$ cat config.mk
export PLATFORM = sky130hd
export DESIGN_NAME = lzp_stream_parser
export DESIGN_NICKNAME = d
export VERILOG_FILES = /design/src/rtl/lzp_pkg.sv /design/src/rtl/lzp_seq.sv /design/src/rtl/lzp_hist.sv /design/src/rtl/lzp_stream_parser.sv
export SDC_FILE = /design/constraint.sdc
export NUM_CORES = 1
export LEC_CHECK = 0
export ABC_AREA = 1
export BUFFER_PORTS_ARGS = -buffer_cell sky130_fd_sc_hd__buf_2
export CAP_MARGIN = 20
export CORE_MARGIN = 5
export CORE_UTILIZATION = 50
export DETAILED_ROUTE_END_ITERATION = 8
export PLACE_DENSITY = 0.76
export SETUP_SLACK_MARGIN = 0.1
export SLEW_MARGIN = 20
export SYNTH_ARGS = -nofsm -noshare
export SYNTH_HDL_FRONTEND = slang
export SYNTH_SLANG_ARGS = --single-unit
$ cat constraint.sdc
create_clock -name clk -period 9.74 [get_ports clk]
set_input_delay 1.948 -clock clk [delete_from_list [all_inputs] [get_ports clk]]
set_output_delay 1.948 -clock clk [all_outputs]
set_load 0.02 [all_outputs]
$ cat src/rtl/lzp_pkg.sv
package lzp_pkg;
  typedef enum logic [2:0] {
    M_HDR  = 3'd0,
    M_CTRL = 3'd1,
    M_LIT  = 3'd2,
    M_CPY1 = 3'd3,
    M_CPY2 = 3'd4
  } mode_e;

  // items per group: one control bit each, control word is two bytes
  localparam int CTL_BYTES  = 2;
  localparam int CTL_ITEMS  = 8 * CTL_BYTES;
  // copy item: {len_code, idx_hi} then idx_lo; widths must fill 16 bits
  localparam int LEN_W      = 4;
  localparam int IDX_W      = 12;
  localparam int LEN_BIAS   = 3;
  localparam int LEN_OUT_W  = LEN_W + 1;
  // context window and the history needed to skip a whole control word
  localparam int CTX_BYTES  = 3;
  localparam int HIST_DEPTH = CTX_BYTES + CTL_BYTES;
endpackage

$ cat src/rtl/lzp_seq.sv
module lzp_seq import lzp_pkg::*; #(
  parameter int HDR_BYTES = 8,
  parameter int SIZE_W    = 32
) (
  input  logic              clk,
  input  logic              rst_n,
  input  logic              take,
  input  logic [7:0]        byte_in,
  output mode_e             mode,
  output logic              last_hdr,
  output logic [SIZE_W-1:0] size
);
  localparam int HC_W       = $clog2(HDR_BYTES);
  localparam int IC_W       = $clog2(CTL_ITEMS + 1);
  localparam int SIZE_BYTES = SIZE_W / 8;

  typedef enum logic [2:0] {S_HDR, S_CTL0, S_CTL1, S_ITEM, S_CPY2, S_RAW} st_e;

  st_e                  st;
  logic [HC_W-1:0]      hcnt;
  logic                 packed_file;
  logic [7:0]           ctl_lo;
  logic [CTL_ITEMS-1:0] ctl_sh;
  logic [IC_W-1:0]      left;

  always_comb begin
    case (st)
      S_HDR:          mode = M_HDR;
      S_CTL0, S_CTL1: mode = M_CTRL;
      S_ITEM:         mode = ctl_sh[0] ? M_CPY1 : M_LIT;
      S_CPY2:         mode = M_CPY2;
      default:        mode = M_LIT;
    endcase
  end

  assign last_hdr = (st == S_HDR) && (hcnt == HC_W'(HDR_BYTES - 1));

  always_ff @(posedge clk or negedge rst_n) begin
    if (!rst_n) begin
      st          <= S_HDR;
      hcnt        <= '0;
      packed_file <= 1'b0;
      ctl_lo      <= '0;
      ctl_sh      <= '0;
      left        <= '0;
      size        <= '0;
    end else if (take) begin
      case (st)
        S_HDR: begin
          hcnt <= hcnt + 1'b1;
          if (hcnt == '0) packed_file <= byte_in[0];
          for (int k = 0; k < SIZE_BYTES; k++)
            if (hcnt == HC_W'(k + 1)) size[8*k +: 8] <= byte_in;
          if (last_hdr) st <= packed_file ? S_CTL0 : S_RAW;
        end
        S_CTL0: begin
          ctl_lo <= byte_in;
          st     <= S_CTL1;
        end
        S_CTL1: begin
          ctl_sh <= {byte_in, ctl_lo};
          left   <= IC_W'(CTL_ITEMS);
          st     <= S_ITEM;
        end
        S_ITEM: begin
          ctl_sh <= ctl_sh >> 1;
          left   <= left - 1'b1;
          if (ctl_sh[0])                 st <= S_CPY2;
          else if (left == IC_W'(1))     st <= S_CTL0;
        end
        S_CPY2:  st <= (left == '0) ? S_CTL0 : S_ITEM;
        default: st <= S_RAW;
      endcase
    end
  end
endmodule

$ cat src/rtl/lzp_hist.sv
module lzp_hist import lzp_pkg::*; #(
  parameter int DEPTH = HIST_DEPTH,
  parameter int CTX   = CTX_BYTES
) (
  input  logic             clk,
  input  logic             rst_n,
  input  logic             shift,
  input  logic [7:0]       din,
  input  logic             is_data,
  output logic [8*CTX-1:0] ctx
);
  logic [DEPTH-1:0][7:0] hb;
  logic [DEPTH-1:0]      tag;

  always_ff @(posedge clk or negedge rst_n) begin
    if (!rst_n) begin
      hb  <= '0;
      tag <= '0;
    end else if (shift) begin
      hb  <= {hb[DEPTH-2:0], din};
      tag <= {tag[DEPTH-2:0], is_data};
    end
  end

  // pick the newest CTX entries tagged as data, skipping control bytes
  always_comb begin
    int n;
    n   = 0;
    ctx = '0;
    for (int i = 0; i < DEPTH; i++) begin
      if (tag[i] && n < CTX) begin
        ctx[8*n +: 8] = hb[i];
        n = n + 1;
      end
    end
  end
endmodule

$ cat src/rtl/lzp_stream_parser.sv
module lzp_stream_parser import lzp_pkg::*; #(
  parameter int HDR_BYTES = 8,
  parameter int SIZE_W    = 32
) (
  input  logic                   clk,
  input  logic                   rst_n,
  input  logic [7:0]             in_data,
  input  logic                   in_valid,
  output logic                   in_ready,
  input  logic                   dn_ready,
  output logic                   out_valid,
  output logic [2:0]             out_mode,
  output logic [7:0]             out_byte,
  output logic [LEN_OUT_W-1:0]   copy_len,
  output logic [IDX_W-1:0]       copy_idx,
  output logic [8*CTX_BYTES-1:0] ctx_bytes,
  output logic                   done
);
  logic              take;
  mode_e             cur_mode;
  logic              last_hdr;
  logic [SIZE_W-1:0] size;
  logic [7:0]        cpy_hi;
  logic [LEN_OUT_W-1:0] cur_len;
  logic [SIZE_W-1:0] out_cnt, add, cnt_nx;

  assign in_ready = dn_ready & ~done;
  assign take     = in_valid & in_ready;

  lzp_seq #(.HDR_BYTES(HDR_BYTES), .SIZE_W(SIZE_W)) u_seq (
    .clk(clk), .rst_n(rst_n), .take(take), .byte_in(in_data),
    .mode(cur_mode), .last_hdr(last_hdr), .size(size)
  );

  lzp_hist u_hist (
    .clk(clk), .rst_n(rst_n),
    .shift(take && cur_mode != M_HDR),
    .din(in_data),
    .is_data(cur_mode != M_CTRL),
    .ctx(ctx_bytes)
  );

  assign cur_len = LEN_OUT_W'(cpy_hi[7 -: LEN_W]) + LEN_OUT_W'(LEN_BIAS);

  always_comb begin
    case (cur_mode)
      M_LIT:   add = SIZE_W'(1);
      M_CPY2:  add = SIZE_W'(cur_len);
      default: add = '0;
    endcase
    cnt_nx = out_cnt + add;
  end

  always_ff @(posedge clk or negedge rst_n) begin
    if (!rst_n) begin
      out_valid <= 1'b0;
      out_mode  <= '0;
      out_byte  <= '0;
      copy_len  <= '0;
      copy_idx  <= '0;
      cpy_hi    <= '0;
      out_cnt   <= '0;
      done      <= 1'b0;
    end else begin
      out_valid <= take;
      if (take) begin
        out_mode <= cur_mode;
        out_byte <= in_data;
        out_cnt  <= cnt_nx;
        if (cur_mode == M_CPY1) cpy_hi <= in_data;
        if (cur_mode == M_CPY2) begin
          copy_len <= cur_len;
          copy_idx <= {cpy_hi[IDX_W-9:0], in_data};
        end
        if (cur_mode == M_HDR) begin
          if (last_hdr && size == '0) done <= 1'b1;
        end else if ((cur_mode == M_LIT || cur_mode == M_CPY2) && cnt_nx >= size) begin
          done <= 1'b1;
        end
      end
    end
  end
endmodule

* After elaboration in Yosys (flattened, before gate mapping)
Cells that the tools add are included.
** Cells by class
- Shifts and indexed selects :: 8
- Reduce and logical (&&, ||, !) cells :: 30
- Equality and inequality tests :: 17
- $add $sub $neg :: 11
- Bitwise operators :: 3
- Muxes and demuxes :: 27
- Order comparisons :: 5
** Operators with widths (count)
- $shift 8x33->24 const A :: 4
- $shiftx 8x33->24 :: 4
- $neg 32->33 :: 3
- $bwmux 24 :: 4
- $lt 32x3->1 const B :: 3
- $mux 24 :: 4
- $mux 32 :: 3
- $add 32x2->32 const B :: 2
- $neg 4->33 :: 1
- $add 32x32->32 :: 1
- $ge 32x32->1 :: 1
- $logic_not 32->1 :: 1
- $pmux 16 s2 :: 1
- $reduce_and 3->1 :: 7
- $pmux 5 s2 :: 2
- $eq 3x2->1 const B :: 6
- $pmux 3 s5 :: 1
- $eq 3x3->1 const B :: 4
- $mux 3 :: 4
- $pmux 3 s4 :: 1
- $reduce_and 2->1 :: 5
- $logic_not 3->1 :: 3
- $logic_and 1x1->1 :: 8
- $mux 8 :: 1
- other kinds (19) :: 27
** Word-level totals
- Output and inout port bits :: 55
- Register bits :: 183
- Input port bits :: 12
- Word-level logic and storage cells :: 125

* Depth between registers and ports, before layout
Gate-level depths: netlist of run 1.
- Depth in word-level cells :: 14
- Depth in mapped cells :: 32
- Mapped depth without buffers :: 32

* By module
Synthesis of run 1 repeated with hierarchy kept, for this count alone.
** Second synthesis, totals
- Cell total of the unflattened synthesis :: 1467
- Area total of the unflattened synthesis :: 11113.2 um^2
** By module, submodules not included
- lzp_stream_parser :: seq. area each 1751.7 um^2, cells each 632, area each 4700.8 um^2, times used 1
- lzp_hist :: seq. area each 1126.1 um^2, cells each 498, area each 3326.9 um^2, times used 1
- lzp_seq :: seq. area each 1701.6 um^2, cells each 337, area each 3085.5 um^2, times used 1

* Least setup slack after synthesis of run 1
No wires, ideal clock.
- Kind :: register to output
- Start :: register u_hist.tag[0]
- End :: output port ctx_bytes[10]
- Slack :: 4.214 ns
- Arrival time :: 3.578 ns
- Cell stages (with the launch flop) :: 17
- Path through :: dfrtp_1 clkinv_1 fa_1 inv_1 ha_1 inv_1 ha_1 nand2_2 xor2_1 inv_2 nand3_4 ha_1 buf_2 nand3_4 nor2_8 buf_6 o21ai_0
** Between the ends
- Cells in the longest elaborated chain, start to end :: 14
- Elaborated cells between the ends (all ways) :: 35
- Classes of those cells :: 7 x add/sub; 4 x order compare; 8 x shift; 12 x mux; 4 x reduce/logical
** Ends and longest elaborated chain
- from (decl) :: line lzp_hist.sv:13 : logic [DEPTH-1:0] tag;
- from (signal assigned) :: line lzp_hist.sv:21 : tag <= {tag[DEPTH-2:0], is_data};
- $mux 1 (*) :: line lzp_hist.sv:31 : if (tag[i] && n < CTX) begin
- $lt 1x2->1 :: line lzp_hist.sv:31
- $logic_and 1x1->1 :: line lzp_hist.sv:31
- $mux 32 :: line lzp_hist.sv:31
- $lt 32x3->1 :: line lzp_hist.sv:31
- $logic_and 1x1->1 :: line lzp_hist.sv:31
- $mux 32 :: line lzp_hist.sv:31
- $lt 32x3->1 :: line lzp_hist.sv:31
- $logic_and 1x1->1 :: line lzp_hist.sv:31
- $mux 32 :: line lzp_hist.sv:31
- $neg 32->33 :: line lzp_hist.sv:32 : ctx[8*n +: 8] = hb[i];
- $shiftx 8x33->24 or $shift 8x33->24 (tied branches) :: line lzp_hist.sv:32
- $bwmux 24 :: line lzp_hist.sv:32
- $mux 24 (*) :: line lzp_hist.sv:31
- to (decl) :: line lzp_stream_parser.sv:16 : output logic [8*CTX_BYTES-1:0] ctx_bytes,
Every way passes the cells marked *; elsewhere a longest branch is shown, timed or not.

* Worst setup path after layout of run 1
- Start :: register u_hist.tag[0]
- End :: output port ctx_bytes[0]
** Between the ends
- Cells in the longest elaborated chain, start to end :: 14
- Elaborated cells between the ends (all ways) :: 36
- Classes of those cells :: 7 x add/sub; 4 x order compare; 8 x shift; 13 x mux; 4 x reduce/logical
** Ends and longest elaborated chain (line)
- $mux 1 :: lzp_hist.sv:31
- $lt 1x2->1 :: lzp_hist.sv:31
- $logic_and 1x1->1 :: lzp_hist.sv:31
- $mux 32 :: lzp_hist.sv:31
- $lt 32x3->1 :: lzp_hist.sv:31
- $logic_and 1x1->1 :: lzp_hist.sv:31
- $mux 32 :: lzp_hist.sv:31
- $lt 32x3->1 :: lzp_hist.sv:31
- $logic_and 1x1->1 :: lzp_hist.sv:31
- $mux 32 :: lzp_hist.sv:31
- $neg 32->33 :: lzp_hist.sv:32
- $shiftx 8x33->24 or $shift 8x33->24 (tied branches) :: lzp_hist.sv:32
- $bwmux 24 :: lzp_hist.sv:32
- $mux 24 (*) :: lzp_hist.sv:31
Marked as above.

==> results of run 1 <==
power by group:
group / internal, mW / switching (mW) / leakage (nW) / total [mW]
clock network: 0.366 / 0.329 / 0.285 / 0.695
registers: 0.774 / 0.0106 / 2.42 / 0.784
logic: 0.0255 / 0.0585 / 3.07 / 0.0840
total: 1.17 / 0.398 / 5.77 / 1.56
routing by layer:
metal	track usage, %	vias to the layer above	share of wire, %
li1	-	4440	-
met1	30.6	4171	47
met2	33.7	224	46
met3	3.46	40	5.3
met4	6.64	0	2.0
met5	0	-	0
cell usage in the layout, fill, tap and decap left out, types with 3 or more instances in the layout:
master     netlist  routed
nand2_1        354     354
o21ai_0        185     185
dfrtp_1        183     183
inv_1          176     176
nor2_1          73      73
nand3_1         72      72
buf_2            9      65
ha_1            55      55
a21oi_1         35      35
nand4_1         28      28
xor2_1          19      19
clkbuf_16        0      17
o22ai_1         14      14
nor3_1          11      11
inv_2           10      10
nor4_1           9       9
o311ai_0         8       8
nand2_2          6       6
o221ai_1         6       6
inv_8            0       6
buf_4            0       4
o21ai_2          3       3
xnor2_1          3       3
nor2_4           3       3
conb_1           2       3
synth_stat cells (3+ instances only):
cell,number,area (µm²)
a21oi_1,35,175
buf_1,4,15.0
buf_2,9,45.0
clkbuf_1,25,93.8
dfrtp_1,183,4580
ha_1,55,688
inv_1,176,661
inv_2,10,37.5
nand2_1,354,1330
nand2_2,6,37.5
nand3_1,72,360
nand4_1,28,175
nor2_1,73,274
nor2_4,3,33.8
nor3_1,11,55.1
nor4_1,9,56.3
o21ai_0,185,926
o21ai_2,3,26.3
o221ai_1,6,52.6
o22ai_1,14,87.6
o311ai_0,8,70.1
xnor2_1,3,26.3
xor2_1,19,166
flip-flops by register name, summed over array words and instances (netlist names), 5 cells and up:
signal,flops
out_byte,8
copy_len,5
u_hist.tag,5
out_cnt,32
cpy_hi,8
u_seq.ctl_sh,16
u_seq.left,5
u_seq.size,32
u_hist.hb,40
u_seq.ctl_lo,8
copy_idx,12
worst register-to-register path: cells and delay by family, from the launching register on:
family | cells | cell delay [ns]
AO/OA/AOI/OAI | 3 | 0.31
XOR/XNOR | 1 | 0.17
adder cells (fa/ha/maj) | 3 | 0.90
buffers and inverters | 4 | 0.43
flip-flops | 1 | 0.46
AND/OR/NAND/NOR | 18 | 2.15
logic make-up (layout without fill, tap and decap cells):
group / after synthesis / after routing / synth area share [%]
other cells: 2 / 3 / 0.0726
mux: 1 / 1 / 0.109
flops: 183 / 183 / 44.2
fa+ha+maj: 57 / 57 / 7.04
simple gates: 572 / 572 / 24.2
xor+xnor: 22 / 22 / 1.86
compound gates: 264 / 264 / 14.1
buf+inv: 227 / 290 / 8.41
metrics by stage:
stage	setup slack, ns	power (mW)
global route	2.58	1.62
global placement	3.67	0.881
CTS	3.03	1.57
finish	2.99	1.56
floorplan	4.21	0.844
detailed placement	3.52	0.884
area by class of cell:
class / count / area (µm²)
inverter: 188 / 706
multi-input combinational: 919 / 4900
sequential: 183 / 4580
clock buffer: 18 / 429
clock inverter: 14 / 160
tap: 270 / 338
fill: 1889 / 8810
timing repair buffer: 70 / 369
worst paths after layout:
path                       depth (start not counted)  slack [ns]                  endpoint                      start
min                                                2        0.47  copy_idx[11]$_DFFE_PN0P_   copy_idx[11]$_DFFE_PN0P_
min reg2reg                                        2        0.47  copy_idx[11]$_DFFE_PN0P_   copy_idx[11]$_DFFE_PN0P_
max reg2reg                                       29        5.20          done$_DFFE_PN0P_    u_seq.st[2]$_DFFE_PN0P_
max                                               18        2.99              ctx_bytes[0]  u_hist.tag[0]$_DFFE_PN0P_
max in group asynchronous                          3        6.38    out_cnt[7]$_DFFE_PN0P_                      rst_n
min in group asynchronous                          1        1.52   copy_idx[3]$_DFFE_PN0P_                      rst_n
==> flow_summary_export.csv, run 1 <==
group,metric,value,unit
yosys,synth_edf_count,0,
floorplanning,die_w,154,µm
sta,rsz0062_at_grt,"false",
sta,max_freq,0.148,GHz
clocking,clockBufferDepth,2,
yosys,synth_top_flop_cell,"dfrtp_1",
clocking,postCtsHoldBufs,0,
sta,tns,0,ns
clocking,root_buffer,"clkbuf_16",
status,status,"finished clean",
floorplanning,io_pins,67,
final_layout,drive_above_1_share,9.91,%
critical_path,worstSetupStartpointType,"flip-flop",
route,vias_per_cell,5.34,
critical_path,max_stage_delay,0.60,ns
floorplanning,die_area,23700,µm²
global_routing,grt_first_pass_wirelength,41.7,mm
yosys,ys_seq_area_share,44.2,%
global_routing,gr-total-overflow,0,
clocking,post-cts-setup-buffers,0,
clocking,htreeDepth,4,
global_routing,grt_pass1_vias,8397,
sta,skew,0.0118,ns
critical_path,slowest_stage,"dfrtp_1",
route,final_antenna_net_count,0,
yosys,avgSynthCellArea,7.79,µm²
yosys,syn-cell-area,10300,µm²
critical_path,cp_max_fo,14,
place,dp_cells,1630,
final_layout,fin_area,11500,µm²
sta,maxSlewHeadroom,30.0,%
flow_run,maxCapViolations,0,
floorplanning,rows,52,
pwr,power_per_cell_area,136,nW/µm²
floorplanning,die_y,154,µm
critical_path,cp-end-kind,"output pin",
critical_path,cp.arrival,4.80,ns
clocking,worstSkewPairLatency,0.44,ns
sta,drv_slew,0,
route,dr.pass1.iters,5,
final_layout,final_cells,1662,
pwr,peakVddDrop,0.129,mV
final_layout,utilization,56.6,%
route,totalWireLength,25.0,mm
floorplanning,core-area,20300,µm²
route,vias,8875,
global_routing,track_usage,21.4,%
critical_path,path_class,"reg2out",
sta,setup_viol,0,
sta,whs,0.471,ns
yosys,yosysWarnings,0,
sta,finalHoldViolCount,0,
final_layout,n_antenna_cell,0,
clocking,clkTransAtPathRegs,0.07,ns
sta,fin_crit_sh,69.3,%
place,gp_congestion,0.945,
clocking,post_cts_resized,0,
global_routing,grt_max_degree,91,
place,portBuffers,66,
yosys,synth_cells,1328,
final_layout,area_delta_synth_final,11.0,%
critical_path,crit_chain,"clkinv_1 > ha_1 > inv_1 > nand2_1 > o21ai_2 > ha_1 > inv_1 > ha_1 > nand2_2 > xor2_1 > inv_2 > nand3_4 > ha_1 > nor3_4 > nand2_2 > nand2_1 > nand2_1 > buf_2",
place,placed_area,10900,µm²
clocking,numCtsBuffers,17,
clocking,cts_tree,"built",
yosys,synth-seq-cells,183,
route,drc,0,
sta,period_needed,6.75,ns
pwr,p_leak,5.77,nW
global_routing,antenna_found_initial,0,
critical_path,crit_buf_inv,5,
final_layout,nNetsFinal,1448,
critical_path,critPathMostFrequentCell,"ha_1",
clocking,cts_sinks,183,
min_path,hp-class,"reg2reg",
critical_path,required,7.79,ns
yosys,async_flop_share,100,%
route,drtIter0Drc,827,
sta,tightestPinTransition,1.05,ns
route,post_drt_wl_per_cell,15.1,µm
yosys,ys_types,49,
critical_path,path_delay_family,"adder cells",
floorplanning,start_util,51.0,%
place,hpwl,17.8,mm
Note: power is estimated with default switching activity, not from simulation.
==> run 2, diff against run 1 <==
ABC_AREA = 0   (was 1)
PLACE_DENSITY = 0.79   (was 0.76)
clock period = 5.52 ns   (was 9.74 ns; I/O delays follow)
==> run 2 against run 1 <==
Against the previous run: first-iteration DRC count fell by 50%; critical endpoint is now ctx_bytes[12]; sequential cell count did not move; clock-buffer cell count fell by 1; via count fell by 16%; area after synthesis fell by 3.4%; wire length fell by 11%; core utilization rose by 0.89 points.
==> flow_summary_export.csv, run 2 <==
group,metric,value,unit
status,status,"finished clean",
final_layout,final_cells,1311,
critical_path,cp.arrival,4.17,ns
critical_path,r2r_end,"done$_DFFE_PN0P_",
min_path,min_to,"out_byte[3]$_DFFE_PN0P_",
critical_path,worst-r2r-cell-count,17,
clocking,root_buffer,"clkbuf_16",
global_routing,grt_max_degree,119,
place,hpwl,15.4,mm
final_layout,area_delta_synth_final,12.6,%
final_layout,top_register,"u_hist.hb",
clocking,clkTransAtPathRegs,0.07,ns
pwr,p_leak,5.26,nW
yosys,ys_seq_area_share,45.8,%
clocking,clockBufferDepth,2,
floorplanning,core-area,19600,µm²
sta,tightestPinTransition,1.03,ns
critical_path,cp-end-kind,"output pin",
place,pre_cts_slack,0.325,ns
clocking,cts_sinks,183,
sta,max_freq,0.190,GHz
route,vias_per_cell,5.70,
place,placed_area,10500,µm²
flow_run,maxCapViolations,0,
yosys,avgSynthCellArea,10.2,µm²
floorplanning,start_util,51.0,%
pwr,peakVddDrop,0.190,mV
route,post_drt_wl_per_cell,17.0,µm
min_path,min_path_cells,2,
sta,period_needed,5.27,ns
yosys,syn-cell-area,9990,µm²
pwr,total_power,4.50,mW
clocking,cts_tree,"built",
sta,rsz0062_at_grt,"false",
global_routing,antenna_found_initial,0,
route,drtIter0Drc,415,
critical_path,max_stage_delay,0.43,ns
route,dr.pass1.iters,5,
place,dp_cells,1276,
clocking,htreeDepth,4,
yosys,post-synth-top-area-cell,"dfrtp_1",
sta,drv_slew,0,
final_layout,fin_area,11300,µm²
yosys,synth_edf_count,0,
yosys,ys_top_cells_by_area,"dfrtp_1 46%, mux2_2 12%, ha_1 6.9%, nand2_1 4.8%, o21ai_0 3.5%",
critical_path,worstSetupStartpointType,"flip-flop",
sta,layout_setup_ws,0.249,ns
global_routing,track_usage,20.3,%
place,portBuffers,66,
final_layout,largest_reg_flops,40,
clocking,worstSkewPairLatency,0.43,ns
yosys,synth_cells,980,
yosys,synth_top_flop_cell,"dfrtp_1",
floorplanning,die_w,151,µm
route,drc,0,
sta,setup_viol,0,
route,final_antenna_net_count,0,
final_layout,nNetsFinal,1102,
floorplanning,die_y,151,µm
sta,maxSlewHeadroom,31.4,%
global_routing,grt_first_pass_wirelength,37.0,mm
route,vias,7472,
critical_path,r2r-start,"u_seq.st[0]$_DFFE_PN0P_",
critical_path,slowest_stage,"dfrtp_1",
yosys,synth-seq-cells,183,
critical_path,rrSetupSlack,1.11,ns
critical_path,cp_max_fo,11,
global_routing,grt_pass1_vias,7327,
floorplanning,rows,51,
yosys,ys_types,67,
route,totalWireLength,22.3,mm
final_layout,n_fill_cell,1615,
final_layout,drive_above_1_share,23.3,%
final_layout,layout_commonest_cell,"dfrtp_1",
critical_path,path_class,"reg2out",
sta,tns,0,ns
yosys,yosysWarnings,0,
final_layout,n_antenna_cell,0,
pwr,power_per_cell_area,399,nW/µm²
floorplanning,io_pins,67,
sta,fin_crit_sh,95.5,%
critical_path,crit_chain,"inv_1 > ha_1 > nand2b_1 > a21oi_4 > inv_1 > ha_1 > inv_1 > ha_1 > nand2_2 > a31oi_4 > ha_4 > nand3b_1 > a31oi_4 > nand2_4 > mux2_2 > buf_2",
min_path,min-delay-start,"out_byte[3]$_DFFE_PN0P_",
final_layout,layout_common_cells,"183 x dfrtp_1, 124 x nand2_1, 106 x mux2_2",
sta,skew,0.0123,ns
clocking,postCtsHoldBufs,0,
final_layout,reg_top3,"u_hist.hb (40), out_cnt (32), u_seq.size (32)",
yosys,yosysMostFrequentCell,"dfrtp_1",
yosys,synth_top_cell_area_share,45.8,%
clocking,numCtsBuffers,17,
place,gp_congestion,0.859,
yosys,async_flop_share,100,%
yosys,ys_top_cells_by_count,"183 x dfrtp_1, 127 x nand2_1, 106 x mux2_2, 70 x o21ai_0, 55 x ha_1",
min_path,hp-class,"reg2reg",
global_routing,gr-total-overflow,0,
floorplanning,die_area,22900,µm²
critical_path,required,4.42,ns
sta,finalHoldViolCount,0,
==> run 2: worst max-delay path, delay by kind of cell (launching register included) <==
family | cells | cell delay [ns]
adder cells (fa/ha/maj) | 4 | 1.01
AND/OR/NAND/NOR | 4 | 0.69
buffers and inverters | 4 | 0.48
flip-flops | 1 | 0.43
multiplexers | 1 | 0.30
AO/OA/AOI/OAI | 3 | 0.82
==> run 2: logic make-up after synthesis <==
group / count (synthesis) / synth area share (%)
other: 2 / 0.0751
AND/OR/NAND/NOR: 278 / 13.7
AO/OA/AOI/OAI: 192 / 11.6
flip-flops: 183 / 45.8
XOR/XNOR: 60 / 5.26
adder cells (fa/ha/maj): 57 / 7.29
multiplexers: 108 / 12.1
buffers and inverters: 100 / 4.12
==> run 2: cell type report <==
cell class | instances | area [µm²] | area share, %
clock buffers | 17 | 425 | 3.78
clock inverters | 15 | 184 | 1.63
well taps | 265 | 332 | 2.95
flip-flops and latches | 183 | 4580 | 40.7
multi-input cells | 699 | 5100 | 45.3
repair buffers | 79 | 437 | 3.88
inverters | 53 | 199 | 1.77
==> run 2: how the worst max path moves through the flow <==
| stage | startpoint | end | cells after the start | slack, ns |
|---|---|---|---|---|
| floorplan | u_hist.tag[0]$_DFFE_PN0P_ | ctx_bytes[22] | 17 | 0.76 |
| global placement | u_hist.tag[1]$_DFFE_PN0P_ | ctx_bytes[0] | 16 | 0.60 |
| detailed placement | u_hist.tag[1]$_DFFE_PN0P_ | ctx_bytes[0] | 16 | 0.32 |
| CTS | u_hist.tag[1]$_DFFE_PN0P_ | ctx_bytes[12] | 16 | 0.09 |
| global route | u_hist.tag[1]$_DFFE_PN0P_ | ctx_bytes[8] | 16 | 0.09 |
| finish | u_hist.tag[1]$_DFFE_PN0P_ | ctx_bytes[12] | 16 | 0.25 |
==> run 2: repair_timing <==
item | 4_1_cts | 5_1_grt
pin swaps | 1 | 1
cloned | 0 | 1
resized for setup | 3 | 12
setup endpoints to repair | 24 | 24
setup buffers | 2 | 0
==> run 2: per-layer routing <==
layer	GRT usage (%)	vias to the layer above	part of all wire [%]
li1	-	3562	-
met1	26.8	3675	44
met2	34.2	192	50
met3	3.74	43	4.6
met4	6.17	0	1.8
met5	0	-	0
==> run 2: stage by stage <==
| stage | util, % | hold slack (ns) |
|---|---|---|
| finish | 57.5 | 0.476 |
| floorplan | - | 0.451 |
| detailed placement | 53.8 | 0.462 |
| global placement | 53.8 | 0.456 |
| CTS | 57.0 | 0.479 |
| global route | 57.5 | 0.502 |
==> run 2: where the power goes <==
| group | switching, mW | internal (mW) | total (mW) | leakage [nW] |
|---|---|---|---|---|
| logic | 0.828 | 0.597 | 1.42 | 2.64 |
| clock network | 0.579 | 0.651 | 1.23 | 0.288 |
| registers | 0.247 | 1.59 | 1.84 | 2.34 |
